$ cat config.mk
export PLATFORM = sky130hd
export DESIGN_NAME = pixreg_hitbuf
export DESIGN_NICKNAME = d
export VERILOG_FILES = /design/src/rtl/pixreg_pkg.sv /design/src/rtl/pixreg_pick.sv /design/src/rtl/pixreg_tot.sv /design/src/rtl/pixreg_slot.sv /design/src/rtl/pixreg_hitbuf.sv
export SDC_FILE = /design/constraint.sdc
export NUM_CORES = 1
export LEC_CHECK = 0
export ABC_AREA = 0
export BUFFER_PORTS_ARGS = -buffer_cell sky130_fd_sc_hd__buf_4
export CELL_PAD_IN_SITES_DETAIL_PLACEMENT = 1
export CELL_PAD_IN_SITES_GLOBAL_PLACEMENT = 1
export CORE_ASPECT_RATIO = 2
export CORE_MARGIN = 2
export CORE_UTILIZATION = 24
export CTS_BUF_LIST = sky130_fd_sc_hd__clkbuf_4
export CTS_CLUSTER_SIZE = 10
export DETAILED_ROUTE_END_ITERATION = 16
export PLACE_DENSITY = 0.43
export SYNTH_ARGS = -nofsm -noshare
export SYNTH_HDL_FRONTEND = slang
export SYNTH_SLANG_ARGS = --single-unit
export TNS_END_PERCENT = 20
$ cat constraint.sdc
create_clock -name clk_i -period 4.7 [get_ports clk_i]
set_input_delay 0.94 -clock clk_i [delete_from_list [all_inputs] [get_ports clk_i]]
set_output_delay 0.94 -clock clk_i [all_outputs]
set_load 0.1 [all_outputs]
$ cat src/rtl/pixreg_pkg.sv
package pixreg_pkg;

   typedef enum logic [1:0] {
      SLOT_FREE  = 2'd0,
      SLOT_PEND  = 2'd1,
      SLOT_READY = 2'd2
   } slot_state_e;

endpackage

$ cat src/rtl/pixreg_pick.sv
module pixreg_pick #(
   parameter int unsigned WIDTH = 5
) (
   input  logic [WIDTH-1:0] req_i,
   output logic [WIDTH-1:0] gnt_o,
   output logic             any_o
);

   if (WIDTH < 1) begin : g_bad_width
      $error("pixreg_pick: WIDTH must be at least 1");
   end

   logic [WIDTH:0] seen;

   assign seen[0] = 1'b0;

   for (genvar i = 0; i < WIDTH; i++) begin : g_chain
      assign gnt_o[i]  = req_i[i] & ~seen[i];
      assign seen[i+1] = seen[i] | req_i[i];
   end

   assign any_o = seen[WIDTH];

endmodule

$ cat src/rtl/pixreg_tot.sv
module pixreg_tot #(
   parameter int unsigned TOTW = 4
) (
   input  logic            clk_i,
   input  logic            rst_ni,
   input  logic            disc_i,
   output logic            lead_o,
   output logic            trail_o,
   output logic [TOTW-1:0] tot_o
);

   localparam logic [TOTW-1:0] TOT_MAX = {TOTW{1'b1}};

   if (TOTW < 2) begin : g_bad_totw
      $error("pixreg_tot: TOTW must be at least 2");
   end

   logic            disc_q;
   logic [TOTW-1:0] cnt_q;

   assign lead_o  = disc_i & ~disc_q;
   assign trail_o = ~disc_i & disc_q;
   assign tot_o   = cnt_q;

   always_ff @(posedge clk_i or negedge rst_ni) begin
      if (!rst_ni) begin
         disc_q <= 1'b0;
         cnt_q  <= '0;
      end else begin
         disc_q <= disc_i;
         if (lead_o) begin
            cnt_q <= {{(TOTW-1){1'b0}}, 1'b1};
         end else if (disc_i && (cnt_q != TOT_MAX)) begin
            cnt_q <= cnt_q + 1'b1;
         end
      end
   end


   tot_live_chk: assert property (@(posedge clk_i) disable iff (!rst_ni)
      disc_q |-> (cnt_q != '0));


   tot_sat_chk: assert property (@(posedge clk_i) disable iff (!rst_ni)
      (disc_q && disc_i && cnt_q == TOT_MAX) |=> (cnt_q == TOT_MAX));

endmodule

$ cat src/rtl/pixreg_slot.sv
module pixreg_slot
   import pixreg_pkg::*;
#(
   parameter int unsigned NPIX = 4,
   parameter int unsigned TOTW = 4,
   parameter int unsigned LATW = 8
) (
   input  logic                 clk_i,
   input  logic                 rst_ni,
   input  logic                 alloc_i,
   input  logic [NPIX-1:0]      lead_i,
   input  logic [LATW-1:0]      lat_i,
   input  logic [NPIX-1:0]      trail_i,
   input  logic [NPIX*TOTW-1:0] tot_i,
   input  logic                 trigger_i,
   input  logic                 take_i,
   output logic                 free_o,
   output logic                 ready_o,
   output logic [NPIX-1:0]      mask_o,
   output logic [NPIX*TOTW-1:0] tot_o
);

   localparam logic [TOTW-1:0] TOT_MAX = {TOTW{1'b1}};

   if (LATW < 1) begin : g_bad_latw
      $error("pixreg_slot: LATW must be at least 1");
   end

   slot_state_e                state_q;
   logic [LATW-1:0]            cnt_q;
   logic [NPIX-1:0]            mask_q;
   logic [NPIX-1:0]            open_q;
   logic [NPIX-1:0][TOTW-1:0]  tot_q;
   logic                       expire;

   assign expire  = (state_q == SLOT_PEND) && (cnt_q == '0);
   assign free_o  = (state_q == SLOT_FREE);
   assign ready_o = (state_q == SLOT_READY);
   assign mask_o  = mask_q;
   assign tot_o   = tot_q;

   always_ff @(posedge clk_i or negedge rst_ni) begin
      if (!rst_ni) begin
         state_q <= SLOT_FREE;
         cnt_q   <= '0;
         mask_q  <= '0;
         open_q  <= '0;
         tot_q   <= '0;
      end else begin
         unique case (state_q)
            SLOT_FREE: begin
               if (alloc_i) begin
                  state_q <= SLOT_PEND;
                  cnt_q   <= lat_i;
                  mask_q  <= lead_i;
                  open_q  <= lead_i;
                  tot_q   <= '0;
               end
            end
            SLOT_PEND: begin
               if (expire) begin
                  state_q <= trigger_i ? SLOT_READY : SLOT_FREE;
               end else begin
                  cnt_q <= cnt_q - 1'b1;
               end
               for (int p = 0; p < NPIX; p++) begin
                  if (trail_i[p] && open_q[p]) begin
                     tot_q[p]  <= tot_i[p*TOTW +: TOTW];
                     open_q[p] <= 1'b0;
                  end else if (expire && open_q[p]) begin
                     tot_q[p]  <= TOT_MAX;
                     open_q[p] <= 1'b0;
                  end
               end
            end
            SLOT_READY: begin
               if (take_i) begin
                  state_q <= SLOT_FREE;
               end
            end
            default: state_q <= SLOT_FREE;
         endcase
      end
   end


   alloc_free_chk: assert property (@(posedge clk_i) disable iff (!rst_ni)
      alloc_i |-> (state_q == SLOT_FREE));


   pend_wait_chk: assert property (@(posedge clk_i) disable iff (!rst_ni)
      (state_q == SLOT_PEND && cnt_q != '0) |=> (state_q == SLOT_PEND));


   ready_hold_chk: assert property (@(posedge clk_i) disable iff (!rst_ni)
      (state_q == SLOT_READY && !take_i) |=> (state_q == SLOT_READY));


   take_ready_chk: assert property (@(posedge clk_i) disable iff (!rst_ni)
      take_i |-> (state_q == SLOT_READY));


   open_closed_chk: assert property (@(posedge clk_i) disable iff (!rst_ni)
      (state_q != SLOT_PEND) |-> (open_q == '0));

endmodule

$ cat src/rtl/pixreg_hitbuf.sv
module pixreg_hitbuf
   import pixreg_pkg::*;
#(
   parameter int unsigned NPIX  = 4,
   parameter int unsigned NSLOT = 5,
   parameter int unsigned TOTW  = 4,
   parameter int unsigned LATW  = 8
) (
   input  logic                 clk_i,
   input  logic                 rst_ni,
   input  logic [NPIX-1:0]      disc_i,
   input  logic                 trigger_i,
   input  logic [LATW-1:0]      lat_cfg_i,
   output logic                 rd_ready_o,
   output logic [NPIX-1:0]      rd_mask_o,
   output logic [NPIX*TOTW-1:0] rd_tot_o,
   input  logic                 rd_ack_i,
   output logic                 overflow_o
);

   localparam int unsigned DATW = NPIX * TOTW;

   if (NPIX < 1) begin : g_bad_npix
      $error("pixreg_hitbuf: NPIX must be at least 1");
   end
   if (NSLOT < 1) begin : g_bad_nslot
      $error("pixreg_hitbuf: NSLOT must be at least 1");
   end

   logic [NPIX-1:0]            lead;
   logic [NPIX-1:0]            trail;
   logic [DATW-1:0]            tot_now;
   logic                       any_lead;

   logic [NSLOT-1:0]           slot_free;
   logic [NSLOT-1:0]           slot_ready;
   logic [NSLOT-1:0]           alloc_gnt;
   logic [NSLOT-1:0]           alloc;
   logic [NSLOT-1:0]           rd_gnt;
   logic [NSLOT-1:0]           take;
   logic                       any_free;
   logic [NSLOT-1:0][NPIX-1:0] slot_mask;
   logic [NSLOT-1:0][DATW-1:0] slot_tot;
   logic                       ovf_q;

   for (genvar p = 0; p < NPIX; p++) begin : g_pix
      pixreg_tot #(.TOTW(TOTW)) u_tot (
         .clk_i   (clk_i),
         .rst_ni  (rst_ni),
         .disc_i  (disc_i[p]),
         .lead_o  (lead[p]),
         .trail_o (trail[p]),
         .tot_o   (tot_now[p*TOTW +: TOTW])
      );
   end

   assign any_lead = |lead;

   pixreg_pick #(.WIDTH(NSLOT)) u_alloc_pick (
      .req_i (slot_free),
      .gnt_o (alloc_gnt),
      .any_o (any_free)
   );

   assign alloc = alloc_gnt & {NSLOT{any_lead}};

   for (genvar s = 0; s < NSLOT; s++) begin : g_slot
      pixreg_slot #(
         .NPIX (NPIX),
         .TOTW (TOTW),
         .LATW (LATW)
      ) u_slot (
         .clk_i     (clk_i),
         .rst_ni    (rst_ni),
         .alloc_i   (alloc[s]),
         .lead_i    (lead),
         .lat_i     (lat_cfg_i),
         .trail_i   (trail),
         .tot_i     (tot_now),
         .trigger_i (trigger_i),
         .take_i    (take[s]),
         .free_o    (slot_free[s]),
         .ready_o   (slot_ready[s]),
         .mask_o    (slot_mask[s]),
         .tot_o     (slot_tot[s])
      );
   end

   pixreg_pick #(.WIDTH(NSLOT)) u_rd_pick (
      .req_i (slot_ready),
      .gnt_o (rd_gnt),
      .any_o (rd_ready_o)
   );

   assign take = rd_gnt & {NSLOT{rd_ack_i}};

   always_comb begin
      rd_mask_o = '0;
      rd_tot_o  = '0;
      for (int s = 0; s < NSLOT; s++) begin
         if (rd_gnt[s]) begin
            rd_mask_o = rd_mask_o | slot_mask[s];
            rd_tot_o  = rd_tot_o | slot_tot[s];
         end
      end
   end

   always_ff @(posedge clk_i or negedge rst_ni) begin
      if (!rst_ni) begin
         ovf_q <= 1'b0;
      end else begin
         ovf_q <= any_lead & ~any_free;
      end
   end

   assign overflow_o = ovf_q;


   ovf_full_chk: assert property (@(posedge clk_i) disable iff (!rst_ni)
      overflow_o |-> $past(slot_free == '0));


   rd_single_chk: assert property (@(posedge clk_i) disable iff (!rst_ni)
      rd_ready_o |-> ($countones(rd_gnt) == 1 && (rd_gnt & slot_ready) != '0));


   one_alloc_chk: assert property (@(posedge clk_i) disable iff (!rst_ni)
      $onehot0(alloc));


   rd_idle_chk: assert property (@(posedge clk_i) disable iff (!rst_ni)
      !rd_ready_o |-> (rd_mask_o == '0 && rd_tot_o == '0));

endmodule

==> run metrics, run 1 <==
# DRC=0; Pleak=5.27 nW; Slew HR=30.5%; final worst path period need=4210 ps; CTS root buffer=clkbuf_4; final std cells w/o fill=1747; fill count=5032; register area=4780 µm²; cell taking the most area after synthesis=dfrtp_1; TritonCTS clock tree=yes; clock latency at the later pin of the worst-skew pair=680 ps; I/O pins=38; Mapped Area=10300 µm²; postcts setup bufs=0; most frequent cells in the layout=nand2_1, dfrtp_1, o21ai_0; largest net degree at the start of global routing=83; drt via density=5.24; Least-Margin Pin Slew=1040 ps; PortBufs=37; gr usage total=20.0%; Final period util=89.6%; most common cell after layout, fill and taps aside=nand2_1; cell area after layout=11500 µm²; Final ANT Viol Nets=0; Die Height=298 µm; Syn-to-layout area delta=11.1%; pre-CTS setup slack=1180 ps; Synth Instances=1176; die area=44900 µm²; register area share after synthesis=46.2%; power per cell area=561 nW/µm²; Max Clock Freq=237 MHz; initial DRC count=515; remaining global-route overflow=0; first-pass GRT wire length=65200 µm; DR pass1 iterations=6; share of the synthesized area in the top cell type=46.2%; Max Cap Violations=0; WP data required=3760 ps; worst-path fanout max=21; Most used DFF post-synth=dfrtp_1; Design Power=6.45 mW; GPL Wtd Cong=0.797; Hold Crit Class=input pin to asynchronous set/reset pin; Arr. time, crit path=3270 ps; share of cells above drive strength 1=11.2%; Placed Area=11200 µm²; status=complete, no violations; Starting Density=24.3%; Post-Syn Nets=1206; CTS clk-pin slew, worst paths=170 ps; # setup viols final=0; r2r setup slk=1810 ps; initial antenna violation count=1; nets@finish=1218; Synth area leaders=dfrtp_1, nand2_1, o21ai_0; Hold Violations, Final=0; number of global-route vias before repair=9742; Yosys Warn Count=0; WL final=43300 µm; std cell rows=107; Sink Count=191; Final HPWL DP=31800 µm; placed cell count=1714; Bufs on Longest Clock Path=2; setup ws final=488 ps; Synth Area per Inst=8.80 µm²; Core Util, Final=27.0%; TritonCTS buffer count=17; VDD IR max=191 µV; H-Tree Depth=4; CP Launch Type=flop; Clock Skew=33.4 ps; drt wl/cell=24.8 µm; footprint of the multi-input gates=5110 µm²; RSZ-0062 raised after global routing=false; EDFF count, synth=0; Die Wd=151 µm; Setup Crit Path Kind=flop to output port; Setup TNS Final=0 ps; Core ar.=42600 µm²; Netlist cell types=75; via count=9154; cts repair resizes=0; WHS=289 ps; R2R depth=5; hold buffers post-CTS=0; Async SR Flop Fraction=100%; CP Capture Type=output port; Final Slew Violations=0; #FFs+latches synth=191
==> area by class of cell <==
class	instances	area share, %
inverters	39	1.27
well taps	545	5.93
clock inverters	15	1.40
flip-flops and latches	191	41.6
repair buffers	64	4.23
clock buffers	17	1.11
multi-input cells	875	44.5
diodes	1	0.0218
==> worst max-delay path, cell delays in order (launching register included) <==
cell and delay, ps:
dfrtp_1 730, inv_1 230, nor2_2 140, buf_4 360
nor2_2 80, buf_4 250, a222oi_1 370, nand3_1 160
buf_4 270
==> metal layers <==
layer / wire length, µm / vias up / part of all wire (%) / global-route usage, %
met1: 16800 / 4749 / 39 / 22.2
met5: 0 / - / 0 / 0
met2: 24900 / 103 / 57 / 38.8
met3: 648 / 34 / 1.5 / 1.75
li1: - / 4268 / - / -
met4: 1030 / 0 / 2.4 / 6.50
==> worst paths after layout <==
check	startpoint	end
setup / recovery	g_slot[0].u_slot.state_q[1]	rd_mask_o[2]
hold / removal	rst_ni	g_slot[1].u_slot.cnt_q[4]
setup reg to reg	g_slot[0].u_slot.state_q[0]	g_slot[1].u_slot.open_q[2]
hold reg to reg	g_slot[1].u_slot.tot_o[0]	g_slot[1].u_slot.tot_o[0]
max in group asynchronous	rst_ni	g_slot[0].u_slot.mask_o[3]
min in group clk_i	disc_i[3]	g_pix[3].u_tot.disc_q
==> flip-flops by register name (all words and copies together) (netlist names) <==
register and cells:
g_pix.u_tot.disc_q 4, g_slot.u_slot.cnt_q 40, g_slot.u_slot.state_q 10, g_slot.u_slot.mask_o 20, overflow_o 1, g_slot.u_slot.open_q 20
g_slot.u_slot.tot_o 80, g_pix.u_tot.tot_o 16
==> power by group <==
group          internal (mW)  leakage [nW]  switching (mW)  total, mW
combinational          0.929          2.72            1.54       2.47
sequential              2.26          2.41           0.722       2.98
clock                  0.321         0.139           0.674      0.995
==> Yosys cell counts, types with 8 or more instances <==
master and count:
a21o_1 32, a21oi_1 76, a221o_1 9, a222oi_1 20
a22o_1 11, a31oi_1 15, and3_1 8, buf_2 21
buf_4 8, clkbuf_1 39, dfrtp_1 191, ha_1 14
inv_1 37, mux2i_1 10, nand2_1 205, nand2b_1 21
nand3_1 72, nor2_1 93, nor2b_1 11, nor3_1 21
o21ai_0 103, o22ai_1 11, o41ai_1 9, xor2_1 8
==> logic make-up (layout without fill, tap and decap cells) <==
| family | Yosys count | after routing | share of synthesized area [%] |
|---|---|---|---|
| buffers and inverters | 110 | 135 | 4.62 |
| xor gates and xnor gates | 13 | 13 | 1.10 |
| DFF | 191 | 191 | 46.2 |
| AOI/OAI and AO/OA | 364 | 364 | 23.9 |
| other | 0 | 1 | 0 |
| adders and majority gates | 14 | 14 | 1.69 |
| muxes | 13 | 13 | 1.29 |
| and+or+nand+nor | 471 | 471 | 21.2 |
Note: power is estimated with default switching activity, not from simulation.
==> inputs of run 2 (changes only) <==
- CORE_UTILIZATION: 24 -> 54
- PLACE_DENSITY: 0.43 -> 0.85
==> run 2 against run 1 <==
Net effect:
- sequential share of layout area rose by 1.4 points
- clock power rose by 7%
- critical path type unchanged
- sequential cell count did not move
- utilization rose by 32 points
- clock-buffer cell count did not move
- worst hold slack improved by 59 ps
- final cell count fell by 17%
- largest power group unchanged
- global-route usage rose by 17 points
- first-iteration DRC count rose by 6.4%
- register-to-register slack got worse by 230 ps
==> run metrics, run 2 (synthesis results as in run 1) <==
status=complete, no violations; R2R depth=5; slowest CP cell=nor2_1; final worst path period need=4460 ps; most common cell after layout, fill and taps aside=nand2_1; gr usage total=36.9%; TritonCTS buffer count=17; drt via density=6.68; Hold Violations, Final=0; reg2reg end=g_slot[2].u_slot.cnt_q[1]; nets@finish=1211; VDD IR max=366 µV; PortBufs=37; register area=4780 µm²; largest net degree at the start of global routing=103; Setup TNS Final=0 ps; # DRC=0; Arr. time, crit path=3520 ps; FF-to-FF Start=g_pix[0].u_tot.disc_q; Slew HR=23.2%; Placed Area=10800 µm²; critical path's top delay family=simple AND/OR/NAND/NOR gates; Setup Crit Path Kind=flop to output port; DR pass1 iterations=9; number of global-route vias before repair=10287; most frequent cells in the layout=nand2_1, dfrtp_1, o21ai_0; Largest stage delay, worst path=910 ps; postcts setup bufs=0; Syn-to-layout area delta=7.57%; drt wl/cell=24.6 µm; cell area after layout=11100 µm²; initial antenna violation count=1; Final period util=95.0%; worst-path fanout max=16; Hold Crit Class=input pin to asynchronous set/reset pin; Buffers & Inverters on Critical Path=2; Starting Density=55.0%; r2r setup slk=1580 ps; footprint of the multi-input gates=5100 µm²; CP Capture Type=output port; hold buffers post-CTS=0; cts repair resizes=0; WP data required=3760 ps; Die Wd=102 µm; worst path cell trace=nand2b_1 -> nor2_1 -> buf_4 -> a222oi_1 -> nand3_1 -> buf_4; Design Power=6.45 mW; power per cell area=580 nW/µm²; TritonCTS clock tree=yes; Final HPWL DP=25800 µm; stages on the worst setup path=6; Clock Skew=21.6 ps; Die Height=200 µm; first-pass GRT wire length=56000 µm; Least-Margin Pin Slew=1150 ps; GPL Wtd Cong=0.880; Final Slew Violations=0; CP Launch Type=flop; Sink Count=191; Bufs on Longest Clock Path=2; Final ANT Viol Nets=0; H-Tree Depth=4; I/O pins=38; fill count=2277; number of flip-flops in the largest register=80; Pleak=5.27 nW; initial DRC count=548; # setup viols final=0; remaining global-route overflow=0; RSZ-0062 raised after global routing=false; Core ar.=18800 µm²; via count=9686; clock latency at the later pin of the worst-skew pair=650 ps; WL final=35700 µm; CTS root buffer=clkbuf_4; die area=20400 µm²; cell mode on critical path=buf_4; Max Clock Freq=224 MHz; share of cells above drive strength 1=10.3%; Max Cap Violations=0; std cell rows=71; CTS clk-pin slew, worst paths=160 ps
run 2: where the power goes:
group          total, mW  internal [mW]  switching, mW
logic               2.43          0.934           1.50
registers           2.96           2.26          0.694
clock network       1.06          0.430          0.632
run 2: area by class of cell:
class	instances	share of cell area [%]
multi-input cells	875	45.8
flip-flops and latches	191	42.9
repair buffers	57	4.01
well taps	255	2.87
clock inverters	15	1.88
inverters	39	1.31
clock buffers	17	1.15
diodes	1	0.0225
run 2: through the flow:
stage	util, %	setup WS (ps)	instances	hold slack, ps
6_report	59.1	236	1450	349
5_1_grt	59.1	171	1450	414
4_1_cts	59.1	314	1449	382
3_5_place_dp	57.3	1060	1417	470
3_3_place_gp	57.3	1120	1417	464
2_1_floorplan	-	1610	1176	445
run 2: how the worst max path moves through the flow:
| stage | startpoint | to |
|---|---|---|
| after floorplan | g_slot[3].u_slot.state_q[1] | rd_mask_o[0] |
| after global placement | g_slot[1].u_slot.state_q[0] | rd_mask_o[0] |
| after detailed placement | g_slot[1].u_slot.state_q[0] | rd_mask_o[0] |
| after CTS | g_slot[1].u_slot.state_q[0] | rd_mask_o[0] |
| after global routing | g_slot[1].u_slot.state_q[0] | rd_mask_o[0] |
| final | g_slot[1].u_slot.state_q[0] | rd_mask_o[0] |
run 2: per-layer routing:
layer | vias to the layer above | track usage, % | share of wire (%)
li1 | 4264 | - | -
met1 | 4948 | 38.5 | 35
met2 | 318 | 65.0 | 53
met3 | 156 | 6.96 | 4.8
met4 | 0 | 26.1 | 7.2
met5 | - | 0 | 0
==> inputs of run 3 (changes only) <==
- PLACE_DENSITY: 0.85 -> unset
- PLACE_DENSITY_LB_ADDON: unset -> 0.1
==> run 3 against run 2 <==
Net effect:
- utilization down 0.64 points
- setup slack better by 380 ps
- non-clock buffer count unchanged
- global-route usage down 0.68 points
- final cell count down 0.14%
- wire length down 0.61%
- total power down 3.7%
- sequential power about the same
- critical endpoint unchanged
==> run metrics, run 3 (synthesis results as in run 1) <==
worst path cell trace=nand2b_1 -> nand2_1 -> nor2_1 -> buf_4 -> a222oi_1 -> nand3_1 -> buf_4; Slew HR=29.7%; Core Util, Final=58.5%; setup ws final=621 ps; Sink Count=191; nets@finish=1211; Setup TNS Final=0 ps; I/O pins=38; VDD IR max=386 µV; PortBufs=37; drt wl/cell=24.5 µm; Placed Area=10800 µm²; Hold Crit Class=input pin to asynchronous set/reset pin; Bufs on Longest Clock Path=2; postcts setup bufs=0; final worst path period need=4080 ps; CTS clk-pin slew, worst paths=150 ps; initial DRC count=499; Final Slew Violations=0; GPL Wtd Cong=0.873; Die Wd=102 µm; Final period util=86.8%; Largest stage delay, worst path=640 ps; std cell rows=71; die area=20400 µm²; fill count=2268; H-Tree Depth=4; Buffers & Inverters on Critical Path=2; FF-to-FF Start=g_pix[3].u_tot.disc_q; slowest CP cell=a222oi_1; Pleak=5.23 nW; reg2reg end=g_slot[0].u_slot.tot_o[10]; Hold Violations, Final=0; Starting Density=55.0%; first-pass GRT wire length=54900 µm; DR pass1 iterations=7; pre-CTS setup slack=1190 ps; initial antenna violation count=2; worst-path fanout max=20; # DRC=0; Least-Margin Pin Slew=1050 ps; cts repair resizes=0; Clock Skew=28.9 ps; share of cells above drive strength 1=9.74%; hold buffers post-CTS=0; Max Clock Freq=245 MHz; Final HPWL DP=25800 µm; critical path's top delay family=simple AND/OR/NAND/NOR gates; largest net degree at the start of global routing=123; via count=9539; number of global-route vias before repair=10022; most frequent cells in the layout=nand2_1, dfrtp_1, o21ai_0; WP data required=3760 ps; TritonCTS buffer count=17; gr usage total=36.2%; Arr. time, crit path=3140 ps; Max Cap Violations=0; clock latency at the later pin of the worst-skew pair=660 ps; Setup Crit Path Kind=flop to output port; cell mode on critical path=buf_4; remaining global-route overflow=0; WL final=35500 µm; number of flip-flops in the largest register=80; R2R depth=5; Core ar.=18800 µm²; Die Height=200 µm; most common cell after layout, fill and taps aside=nand2_1; TritonCTS clock tree=yes; RSZ-0062 raised after global routing=false; power per cell area=564 nW/µm²; r2r setup slk=1620 ps; # setup viols final=0; Syn-to-layout area delta=6.41%; Final ANT Viol Nets=0; CP Capture Type=output port; cell area after layout=11000 µm²; drt via density=6.59; CTS root buffer=clkbuf_4; CP Launch Type=flop; status=complete, no violations
## run 3: cell types whose count changed in the layout (fill, tap and decap cells not counted), sizes merged
cell / delta
diode: +1
clkinvlp: -4
clkbuf: +3
inv: -3
bufinv: -3
clkinv: +4
## run 3: cell type report
type	instances	area, µm²	area share (%)
Inverter	39	146	1.33
Multi-Input combinational cell	875	5110	46.4
Clock inverter	9	71.3	0.648
Antenna cell	2	5.00	0.0454
Sequential cell	191	4780	43.4
Clock buffer	20	150	1.36
Tap cell	255	319	2.90
Timing Repair Buffer	57	434	3.94
## run 3: layer usage
metal  GRT usage, %  share of wire (%)
met1           38.2                 36
met2           65.2                 55
met4           22.2                5.4
met5              0                  0
met3           6.58                4.0
## run 3: report_power, final
| part | total [mW] | switching, mW | internal [mW] | leakage, nW |
|---|---|---|---|---|
| clock network | 0.826 | 0.562 | 0.264 | 0.127 |
| logic | 2.43 | 1.49 | 0.934 | 2.69 |
| registers | 2.96 | 0.699 | 2.26 | 2.41 |
| total | 6.21 | 2.75 | 3.46 | 5.23 |
## run 3: worst max path at each step
stage | cells past startpoint | to | startpoint
finish | 7 | rd_mask_o[0] | g_slot[1].u_slot.state_q[0]
global route | 7 | rd_tot_o[8] | g_slot[1].u_slot.state_q[0]
CTS | 7 | rd_mask_o[0] | g_slot[1].u_slot.state_q[0]
detailed placement | 7 | g_slot[4].u_slot.tot_o[8] | disc_i[3]
global placement | 7 | g_slot[4].u_slot.tot_o[4] | disc_i[3]
floorplan | 6 | rd_mask_o[0] | g_slot[3].u_slot.state_q[1]
## run 3: stage by stage
step	hold slack [ps]	power, mW	instances
final	382	6.21	1448
after global routing	413	6.61	1448
after CTS	411	6.20	1446
after detailed placement	467	5.38	1417
after global placement	459	5.22	1417
after floorplan	445	4.54	1176
